--- src/rtl/rtc_alarm_pkg.sv ---
package rtc_alarm_pkg;
  localparam int unsigned REG_ADDR_W   = 4;
  localparam int unsigned ADR_MAIN     = 0;
  localparam int unsigned ADR_PFLAG    = 1;
  localparam int unsigned ADR_PEN      = 2;
  localparam int unsigned ADR_CMPEN    = 3;
  localparam int unsigned ADR_ACTL     = 4;
  localparam int unsigned ADR_CMP_BASE = 8;
  localparam int unsigned MS_IRQ       = 0;
  localparam int unsigned MS_PER       = 2;
  localparam int unsigned MS_ALM       = 3;
  localparam int unsigned ACTL_IE      = 0;
  localparam int unsigned ACTL_AUX     = 1;
endpackage

--- src/rtl/rtc_alarm_cmp.sv ---
module rtc_alarm_cmp #(
  parameter int unsigned NUM_CMP = 6,
  parameter int unsigned BYTE_W  = 8
) (
  input  logic                        clk,
  input  logic                        rst_n,
  input  logic                        tick_i,
  input  logic [NUM_CMP*BYTE_W-1:0]   cur_i,
  input  logic [NUM_CMP*BYTE_W-1:0]   ref_i,
  input  logic [NUM_CMP-1:0]          en_i,
  output logic                        evt_o
);
  logic [NUM_CMP-1:0] byte_ok;
  logic               match_now;
  logic               match_q;
  logic               match_d;

  for (genvar g = 0; g < NUM_CMP; g++) begin : g_byte
    assign byte_ok[g] = !en_i[g] ||
                        (cur_i[g*BYTE_W +: BYTE_W] == ref_i[g*BYTE_W +: BYTE_W]);
  end

  assign match_now = (&byte_ok) && (|en_i);

  always_comb begin
    match_d = match_q;
    if (tick_i) match_d = match_now;
  end

  always_ff @(posedge clk or negedge rst_n) begin
    if (!rst_n) match_q <= 1'b0;
    else        match_q <= match_d;
  end

  assign evt_o = tick_i && match_now && !match_q;

  p_evt_on_tick_r10: assert property (@(posedge clk) disable iff (!rst_n)
    evt_o |-> tick_i);
  p_all_off_quiet_r2: assert property (@(posedge clk) disable iff (!rst_n)
    (en_i == '0) |-> !evt_o);
  p_single_event_r3: assert property (@(posedge clk) disable iff (!rst_n)
    evt_o |=> !evt_o);
endmodule

--- src/rtl/rtc_periodic_flags.sv ---
module rtc_periodic_flags #(
  parameter int unsigned NUM_PER = 6
) (
  input  logic               clk,
  input  logic               rst_n,
  input  logic [NUM_PER-1:0] roll_i,
  input  logic               acc_i,
  output logic [NUM_PER-1:0] flags_o
);
  logic [NUM_PER-1:0] flags_q;
  logic [NUM_PER-1:0] flags_d;

  always_comb begin
    flags_d = acc_i ? '0 : flags_q;
    flags_d = flags_d | roll_i;
  end

  always_ff @(posedge clk or negedge rst_n) begin
    if (!rst_n) flags_q <= '0;
    else        flags_q <= flags_d;
  end

  assign flags_o = flags_q;

  p_access_clears_r5: assert property (@(posedge clk) disable iff (!rst_n)
    (acc_i && roll_i == '0) |=> (flags_o == '0));
  p_roll_sets_r9: assert property (@(posedge clk) disable iff (!rst_n)
    (roll_i != '0) |=> ((flags_o & $past(roll_i)) == $past(roll_i)));
endmodule

--- src/rtl/rtc_irq_ctl.sv ---
module rtc_irq_ctl #(
  parameter int unsigned NUM_PER = 6
) (
  input  logic               clk,
  input  logic               rst_n,
  input  logic [NUM_PER-1:0] roll_i,
  input  logic [NUM_PER-1:0] per_en_i,
  input  logic               alarm_evt_i,
  input  logic               alarm_ie_i,
  input  logic               aux_i,
  input  logic               clr_per_i,
  input  logic               clr_alm_i,
  output logic               per_pend_o,
  output logic               alm_pend_o,
  output logic               irq_n_o,
  output logic               irq2_o
);
  logic per_pend_q, per_pend_d;
  logic alm_pend_q, alm_pend_d;
  logic per_evt;
  logic alm_irq;

  assign per_evt = |(roll_i & per_en_i);

  always_comb begin
    per_pend_d = per_evt     | (per_pend_q & !clr_per_i);
    alm_pend_d = alarm_evt_i | (alm_pend_q & !clr_alm_i);
  end

  always_ff @(posedge clk or negedge rst_n) begin
    if (!rst_n) begin
      per_pend_q <= 1'b0;
      alm_pend_q <= 1'b0;
    end else begin
      per_pend_q <= per_pend_d;
      alm_pend_q <= alm_pend_d;
    end
  end

  assign alm_irq    = alm_pend_q & alarm_ie_i;
  assign irq_n_o    = !((alm_irq & !aux_i) | per_pend_q);
  assign irq2_o     = alm_irq & aux_i;
  assign per_pend_o = per_pend_q;
  assign alm_pend_o = alm_pend_q;

  p_idle_pins_r7: assert property (@(posedge clk) disable iff (!rst_n)
    (!alm_pend_q && !per_pend_q) |-> (irq_n_o && !irq2_o));
  p_alarm_source_r3: assert property (@(posedge clk) disable iff (!rst_n)
    (!alm_pend_q && !alarm_evt_i) |=> !alm_pend_q);
  p_per_hold_r6: assert property (@(posedge clk) disable iff (!rst_n)
    (per_pend_q && !clr_per_i) |=> per_pend_q);
  p_set_wins_r9: assert property (@(posedge clk) disable iff (!rst_n)
    alarm_evt_i |=> alm_pend_q);
endmodule

--- src/rtl/rtc_alarm_irq.sv ---
module rtc_alarm_irq
  import rtc_alarm_pkg::*;
#(
  parameter int unsigned NUM_CMP = 6,
  parameter int unsigned BYTE_W  = 8,
  parameter int unsigned NUM_PER = 6
) (
  input  logic                      clk,
  input  logic                      rst_n,
  input  logic                      tick_hund,
  input  logic [NUM_PER-1:0]        roll_stb,
  input  logic [NUM_CMP*BYTE_W-1:0] cur_time,
  input  logic                      reg_wr,
  input  logic                      reg_rd,
  input  logic [REG_ADDR_W-1:0]     reg_addr,
  input  logic [BYTE_W-1:0]         reg_wdata,
  output logic [BYTE_W-1:0]         reg_rdata,
  output logic                      irq_n,
  output logic                      irq_aux
);
  localparam int unsigned CMP_W = NUM_CMP * BYTE_W;

  // reset: asynchronous assertion, two-stage synchronous release
  logic [1:0] rs_q;
  logic       rst_core_n;
  always_ff @(posedge clk or negedge rst_n) begin
    if (!rst_n) rs_q <= 2'b00;
    else        rs_q <= {rs_q[0], 1'b1};
  end
  assign rst_core_n = rs_q[1];

  // address decode
  logic sel_main, sel_pflag, sel_pen, sel_cmpen, sel_actl;
  assign sel_main  = (reg_addr == REG_ADDR_W'(ADR_MAIN));
  assign sel_pflag = (reg_addr == REG_ADDR_W'(ADR_PFLAG));
  assign sel_pen   = (reg_addr == REG_ADDR_W'(ADR_PEN));
  assign sel_cmpen = (reg_addr == REG_ADDR_W'(ADR_CMPEN));
  assign sel_actl  = (reg_addr == REG_ADDR_W'(ADR_ACTL));

  // configuration registers
  logic [NUM_PER-1:0] per_en_q, per_en_d;
  logic [NUM_CMP-1:0] cmp_en_q, cmp_en_d;
  logic [1:0]         actl_q,   actl_d;
  logic [CMP_W-1:0]   cmp_q,    cmp_d;

  always_comb begin
    per_en_d = per_en_q;
    cmp_en_d = cmp_en_q;
    actl_d   = actl_q;
    cmp_d    = cmp_q;
    if (reg_wr && sel_pen)   per_en_d = reg_wdata[NUM_PER-1:0];
    if (reg_wr && sel_cmpen) cmp_en_d = reg_wdata[NUM_CMP-1:0];
    if (reg_wr && sel_actl)  actl_d   = {reg_wdata[ACTL_AUX], reg_wdata[ACTL_IE]};
    for (int i = 0; i < NUM_CMP; i++) begin
      if (reg_wr && reg_addr == REG_ADDR_W'(ADR_CMP_BASE + i))
        cmp_d[i*BYTE_W +: BYTE_W] = reg_wdata;
    end
  end

  always_ff @(posedge clk or negedge rst_core_n) begin
    if (!rst_core_n) begin
      per_en_q <= '0;
      cmp_en_q <= '0;
      actl_q   <= '0;
      cmp_q    <= '0;
    end else begin
      per_en_q <= per_en_d;
      cmp_en_q <= cmp_en_d;
      actl_q   <= actl_d;
      cmp_q    <= cmp_d;
    end
  end

  // strobes toward the status logic
  logic clr_per, clr_alm, flag_acc;
  assign clr_per  = reg_wr && sel_main && reg_wdata[MS_PER];
  assign clr_alm  = reg_wr && sel_main && reg_wdata[MS_ALM];
  assign flag_acc = (reg_wr || reg_rd) && sel_pflag;

  logic               alarm_evt;
  logic [NUM_PER-1:0] flags;
  logic               per_pend, alm_pend;

  rtc_alarm_cmp #(.NUM_CMP(NUM_CMP), .BYTE_W(BYTE_W)) u_cmp (
    .clk    (clk),
    .rst_n  (rst_core_n),
    .tick_i (tick_hund),
    .cur_i  (cur_time),
    .ref_i  (cmp_q),
    .en_i   (cmp_en_q),
    .evt_o  (alarm_evt)
  );

  rtc_periodic_flags #(.NUM_PER(NUM_PER)) u_flags (
    .clk     (clk),
    .rst_n   (rst_core_n),
    .roll_i  (roll_stb),
    .acc_i   (flag_acc),
    .flags_o (flags)
  );

  rtc_irq_ctl #(.NUM_PER(NUM_PER)) u_irq (
    .clk         (clk),
    .rst_n       (rst_core_n),
    .roll_i      (roll_stb),
    .per_en_i    (per_en_q),
    .alarm_evt_i (alarm_evt),
    .alarm_ie_i  (actl_q[0]),
    .aux_i       (actl_q[1]),
    .clr_per_i   (clr_per),
    .clr_alm_i   (clr_alm),
    .per_pend_o  (per_pend),
    .alm_pend_o  (alm_pend),
    .irq_n_o     (irq_n),
    .irq2_o      (irq_aux)
  );

  // read mux
  always_comb begin
    reg_rdata = '0;
    if (sel_main) begin
      reg_rdata[MS_IRQ] = !irq_n || irq_aux;
      reg_rdata[MS_PER] = per_pend;
      reg_rdata[MS_ALM] = alm_pend;
    end
    if (sel_pflag) reg_rdata[NUM_PER-1:0] = flags;
    if (sel_pen)   reg_rdata[NUM_PER-1:0] = per_en_q;
    if (sel_cmpen) reg_rdata[NUM_CMP-1:0] = cmp_en_q;
    if (sel_actl)  reg_rdata[1:0]         = actl_q;
    for (int i = 0; i < NUM_CMP; i++) begin
      if (reg_addr == REG_ADDR_W'(ADR_CMP_BASE + i))
        reg_rdata = cmp_q[i*BYTE_W +: BYTE_W];
    end
  end

  p_cfg_hold_r11: assert property (@(posedge clk) disable iff (!rst_core_n)
    !reg_wr |=> $stable(cmp_q));
endmodule

--- config.mk ---
export PLATFORM = sky130hd
export DESIGN_NAME = rtc_alarm_irq
export DESIGN_NICKNAME = d
export VERILOG_FILES = /design/src/rtl/rtc_alarm_pkg.sv /design/src/rtl/rtc_alarm_cmp.sv /design/src/rtl/rtc_periodic_flags.sv /design/src/rtl/rtc_irq_ctl.sv /design/src/rtl/rtc_alarm_irq.sv
export SDC_FILE = /design/constraint.sdc
export NUM_CORES = 1
export LEC_CHECK = 0
export ABC_AREA = 1
export BUFFER_PORTS_ARGS = -buffer_cell sky130_fd_sc_hd__buf_4
export CORE_ASPECT_RATIO = 1.1
export CORE_MARGIN = 5
export CORE_UTILIZATION = 38
export CTS_BUF_LIST = sky130_fd_sc_hd__clkbuf_8 sky130_fd_sc_hd__clkbuf_16
export DETAILED_ROUTE_END_ITERATION = 6
export MAX_ROUTING_LAYER = met4
export SLEW_MARGIN = 5
export SYNTH_ARGS = -nofsm -noshare
export SYNTH_HDL_FRONTEND = slang
export SYNTH_SLANG_ARGS = --single-unit
--- constraint.sdc ---
create_clock -name clk -period 4.95 [get_ports clk]
set_input_delay 0.2475 -clock clk [delete_from_list [all_inputs] [get_ports clk]]
set_output_delay 0.2475 -clock clk [all_outputs]
set_load 0.02 [all_outputs]
==> results.txt <==
* I/O pin count: a little over 80
- For this configuration, the core starts out at a cell density of roughly 40%.
* Wire length per cell: around 16 um
- Violation count after the first detailed-route iteration: approximately 230
- The clock passes through at most 2 buffers.
- The post-route netlist has ~22% of its cells at a drive strength greater than 1.
- At the pin with the least slew margin, the transition time is approximately 0.92 ns.
* Final number of max-transition violations: 0
- In this run, post-CTS repair resized a total of 0 instances.
- Logic gate share of total power: 20.6%
- Largest stage delay on the critical path: ~0.43 ns
- The analysis attributes to cell leakage a power of 2.484 nW.
- Pin count of the biggest net entering global routing: 72
- Cell count after synthesis: 528
- The congestion estimate from routability-driven global placement came to 0.9409.
- On the critical path, the stage with the largest delay is an instance of dfrtp_1.
- CP bufs+invs: 1
- The cell that appears most often on the critical path is nand3_1.
- The first global-routing pass estimated approximately 19,000 um of wire.
- Final hold violation count: 0
* Height of the die: about 120 um
* Synth Warn #: 0
- Counting the buffers created by CTS gives 9.
- The worst pin sits at a relative slew slack of between 30 and 40%.
- The path class of the tightest hold or removal check is primary input to register.
* Share of total power consumed by net switching: 30.19%
* Clock slew at the register clock pins of the worst setup and hold paths: 0.06 ns
- Row generation in the floorplan step produced 39 rows.
- Cell types with the largest area share after synthesis: dfrtp_1 45%, nand2_1 16%, o21ai_0 8.4%
* Most common flop cell mapped by yosys: dfrtp_1
* Avg Vias per Cell: ~4.9
- The die covers 12,830 um2.
* Worst-case clock skew: around 0.0051 ns
- Area of the mapped netlist: ~4100 um2
- The net count of the finished layout is ~700.
- Internal Power: 1.337 mW
* Most common cell in the netlist: nand2_1
* Number of diodes: 0
- Across every metal layer, demand over resource in global routing totals roughly 20%.
- Via count of the first global-routing pass: 3,704
- Core Box Area: approximately 10,000 um2
* Avg Synthesized Cell Area: between 7 and 8 um2
- Post-route ant nets: 0
* Peak fanout along the critical path: 5
- Relative contribution of the clock network to total power: 36.0%
- Finish-stage setup viols: 0
- The routed design could run at a clock period as short as between 1.5 and 2 ns.
- Counting flops with an async set or reset pin after synthesis yields a share of 100.0%.
* Global-route congestion overflow total: 0
- The synthesized design contains 73 register bits.
* H-tree Lvls: 3
- First drt pass iteration count: 5
- Port bufs: 80
* Maximum frequency from static timing analysis: slightly above 0.5 GHz
- Fin Setup TNS: 0 ns
- Sequential cells were found to cover a little under half of the synthesized design area.
- Power density normalized to cell area: about 380 nW/um2
* Worst IR drop on VDD: 0.1770 mV
* Detailed-route via count: 3,727
- Chain of cells forming the critical path: nand3_1 -> nand3_1 -> nand2_1 -> nand3_1 -> nor2_1 -> nand4_1 -> nand2_1 -> nand4_1 -> buf_4
- STA puts the critical path data required time at around 4.7 ns.
- Syn-to-layout area delta: 25.83%
* Number of enable-type register cells in the synthesized netlist: 0
- Detailed-placement wirelength estimate: slightly above 9000 um
* Psw: 0.5783 mW
- Max-cap violations: 0
- STA classifies the critical path endpoint as an output pin.
- Status: complete, no violations
- By startpoint and endpoint, the worst setup path is classified as register to output pin.
- Syn Nets: approximately 600
* Top post-synthesis cells by count: 169 x nand2_1, 73 x dfrtp_1, 68 x o21ai_0
- WHS: ~0.13 ns
* Die extent in x: between 100 and 150 um
- The final critical path takes up 39.47% of the cycle.
* Clock tree from TritonCTS: done
- The clock drives between 70 and 80 sinks.
- Crit path max-delay family: simple AND/OR/NAND/NOR gates
- Sequential cells account for a little over two fifths of the total power.
* Number of distinct library cell variants in the gate-level netlist after synthesis: 28
- After detailed routing, the number of remaining DRC violations is 0.
* RSZ-0062 raised after global routing: false
- Number of antenna violations at the first check in global routing: 0
* Leading area contributor after synthesis: dfrtp_1
- Routed WL: around 12,000 um
* Worst setup SP type: register
- Clock network latency to the later pin of the worst-skew pair: between 0.3 and 0.4 ns
- Data arrival, critical path: 1.71 ns
- Master cell of the clock root buffer: clkbuf_16
- Yosys top cell area share: ~45%
-- layout by cell type (no fill, tap or decap) --
| cell | synthesis | final |
|---|---|---|
| or2_2 | 10 | 10 |
| clkbuf_16 | 0 | 9 |
| buf_4 | 0 | 81 |
| o21ai_2 | 8 | 8 |
| a31oi_1 | 1 | 1 |
| o21bai_1 | 3 | 3 |
| dfrtp_2 | 0 | 1 |
| a221oi_1 | 1 | 1 |
| xnor2_1 | 36 | 36 |
| bufinv_16 | 0 | 2 |
| dlygate4sd3_1 | 0 | 1 |
| o21ai_0 | 68 | 68 |
| nor2_4 | 1 | 1 |
| nand2_2 | 8 | 8 |
| a22o_1 | 1 | 1 |
| nand2_4 | 1 | 1 |
| nand4_1 | 15 | 15 |
| o31ai_1 | 1 | 1 |
| clkinvlp_4 | 0 | 1 |
| o2111ai_1 | 1 | 1 |
| dfrtp_1 | 73 | 72 |
| a21oi_1 | 2 | 2 |
| o211ai_1 | 2 | 2 |
| clkinv_2 | 0 | 3 |
| nor2_2 | 1 | 1 |
| inv_1 | 50 | 51 |
| nor3_4 | 1 | 1 |
| nand2_1 | 169 | 169 |
| inv_2 | 7 | 7 |
| nor2_1 | 38 | 38 |
| conb_1 | 1 | 1 |
| nand3_1 | 19 | 19 |
| nor3_1 | 1 | 1 |
-- metrics by stage --
step	total power, mW	instance area [um2]	instances	setup WS [ns]	utilization, %
floorplan	1.074	4050	528	2.767	-
global placement	1.222	4775	743	3.223	45.94
detailed placement	1.237	4775	743	3.196	45.94
CTS	1.922	5096	760	2.993	49.03
global route	2.021	5096	760	2.861	49.03
finish	1.915	5096	760	2.996	49.03
-- power by group through the flow --
stage / registers, mW / logic [mW] / clock network [mW]
global placement: 0.837 / 0.385 / 0
CTS: 0.830 / 0.399 / 0.693
global route: 0.845 / 0.454 / 0.722
detailed placement: 0.840 / 0.397 / 0
finish: 0.831 / 0.394 / 0.690
floorplan: 0.805 / 0.269 / 0
-- flip-flops by register name (all words and copies together), names as in the netlist --
| register | cells |
|---|---|
| actl_q | 2 |
| cmp_en_q | 6 |
| cmp_q | 48 |
| per_en_q | 6 |
| rs_q | 2 |
| u_cmp.match_q | 1 |
| u_flags.flags_o | 6 |
| u_irq.alm_pend_o | 1 |
| u_irq.per_pend_o | 1 |
-- what timing repair did --
item                      CTS  global route
buffers inserted            0             0
hold buffers                1             0
hold endpoints to repair    2             0
-- layout make-up --
type	instances	area [um2]
Timing Repair Buffer	82	618.1
Fill cell	1041	5298
Inverter	57	214.0
Clock inverter	7	86.33
Multi-Input combinational cell	389	1946
Tap cell	143	178.9
Clock buffer	9	225.2
Sequential cell	73	1828
-- per-layer routing --
metal / track usage (%) / up-vias / share of wire [%]
li1: - / 1851 / -
met1: 26.48 / 1740 / 45
met2: 31.38 / 116 / 48
met3: 3.053 / 20 / 5.6
met4: 5.683 / 0 / 2.2
met5: - / - / 0
-- cells by family (layout without fill, tap and decap cells) --
logic type,Yosys count,count (layout),synth area share (%)
AND/OR/NAND/NOR,264,264,27.87
other,1,1,0.09259
flip-flops,73,73,45.10
buffers and inverters,66,155,6.858
XOR/XNOR,36,36,7.785
AO/OA/AOI/OAI,88,88,12.30
-- final timing paths --
check	from	to	slack [ns]	cells past startpoint
min	roll_stb[3]	u_flags.flags_o[3]	0.13	2
max in group asynchronous	rs_q[1]	cmp_q[31]	3.88	1
min in group asynchronous	rst_n	rs_q[1]	0.23	2
max	actl_q[0]	reg_rdata[0]	3.00	9
max reg2reg	cmp_q[43]	u_cmp.match_q	3.54	10
min reg2reg	rs_q[0]	rs_q[1]	0.36	0
(Power assumes the default switching activity.)
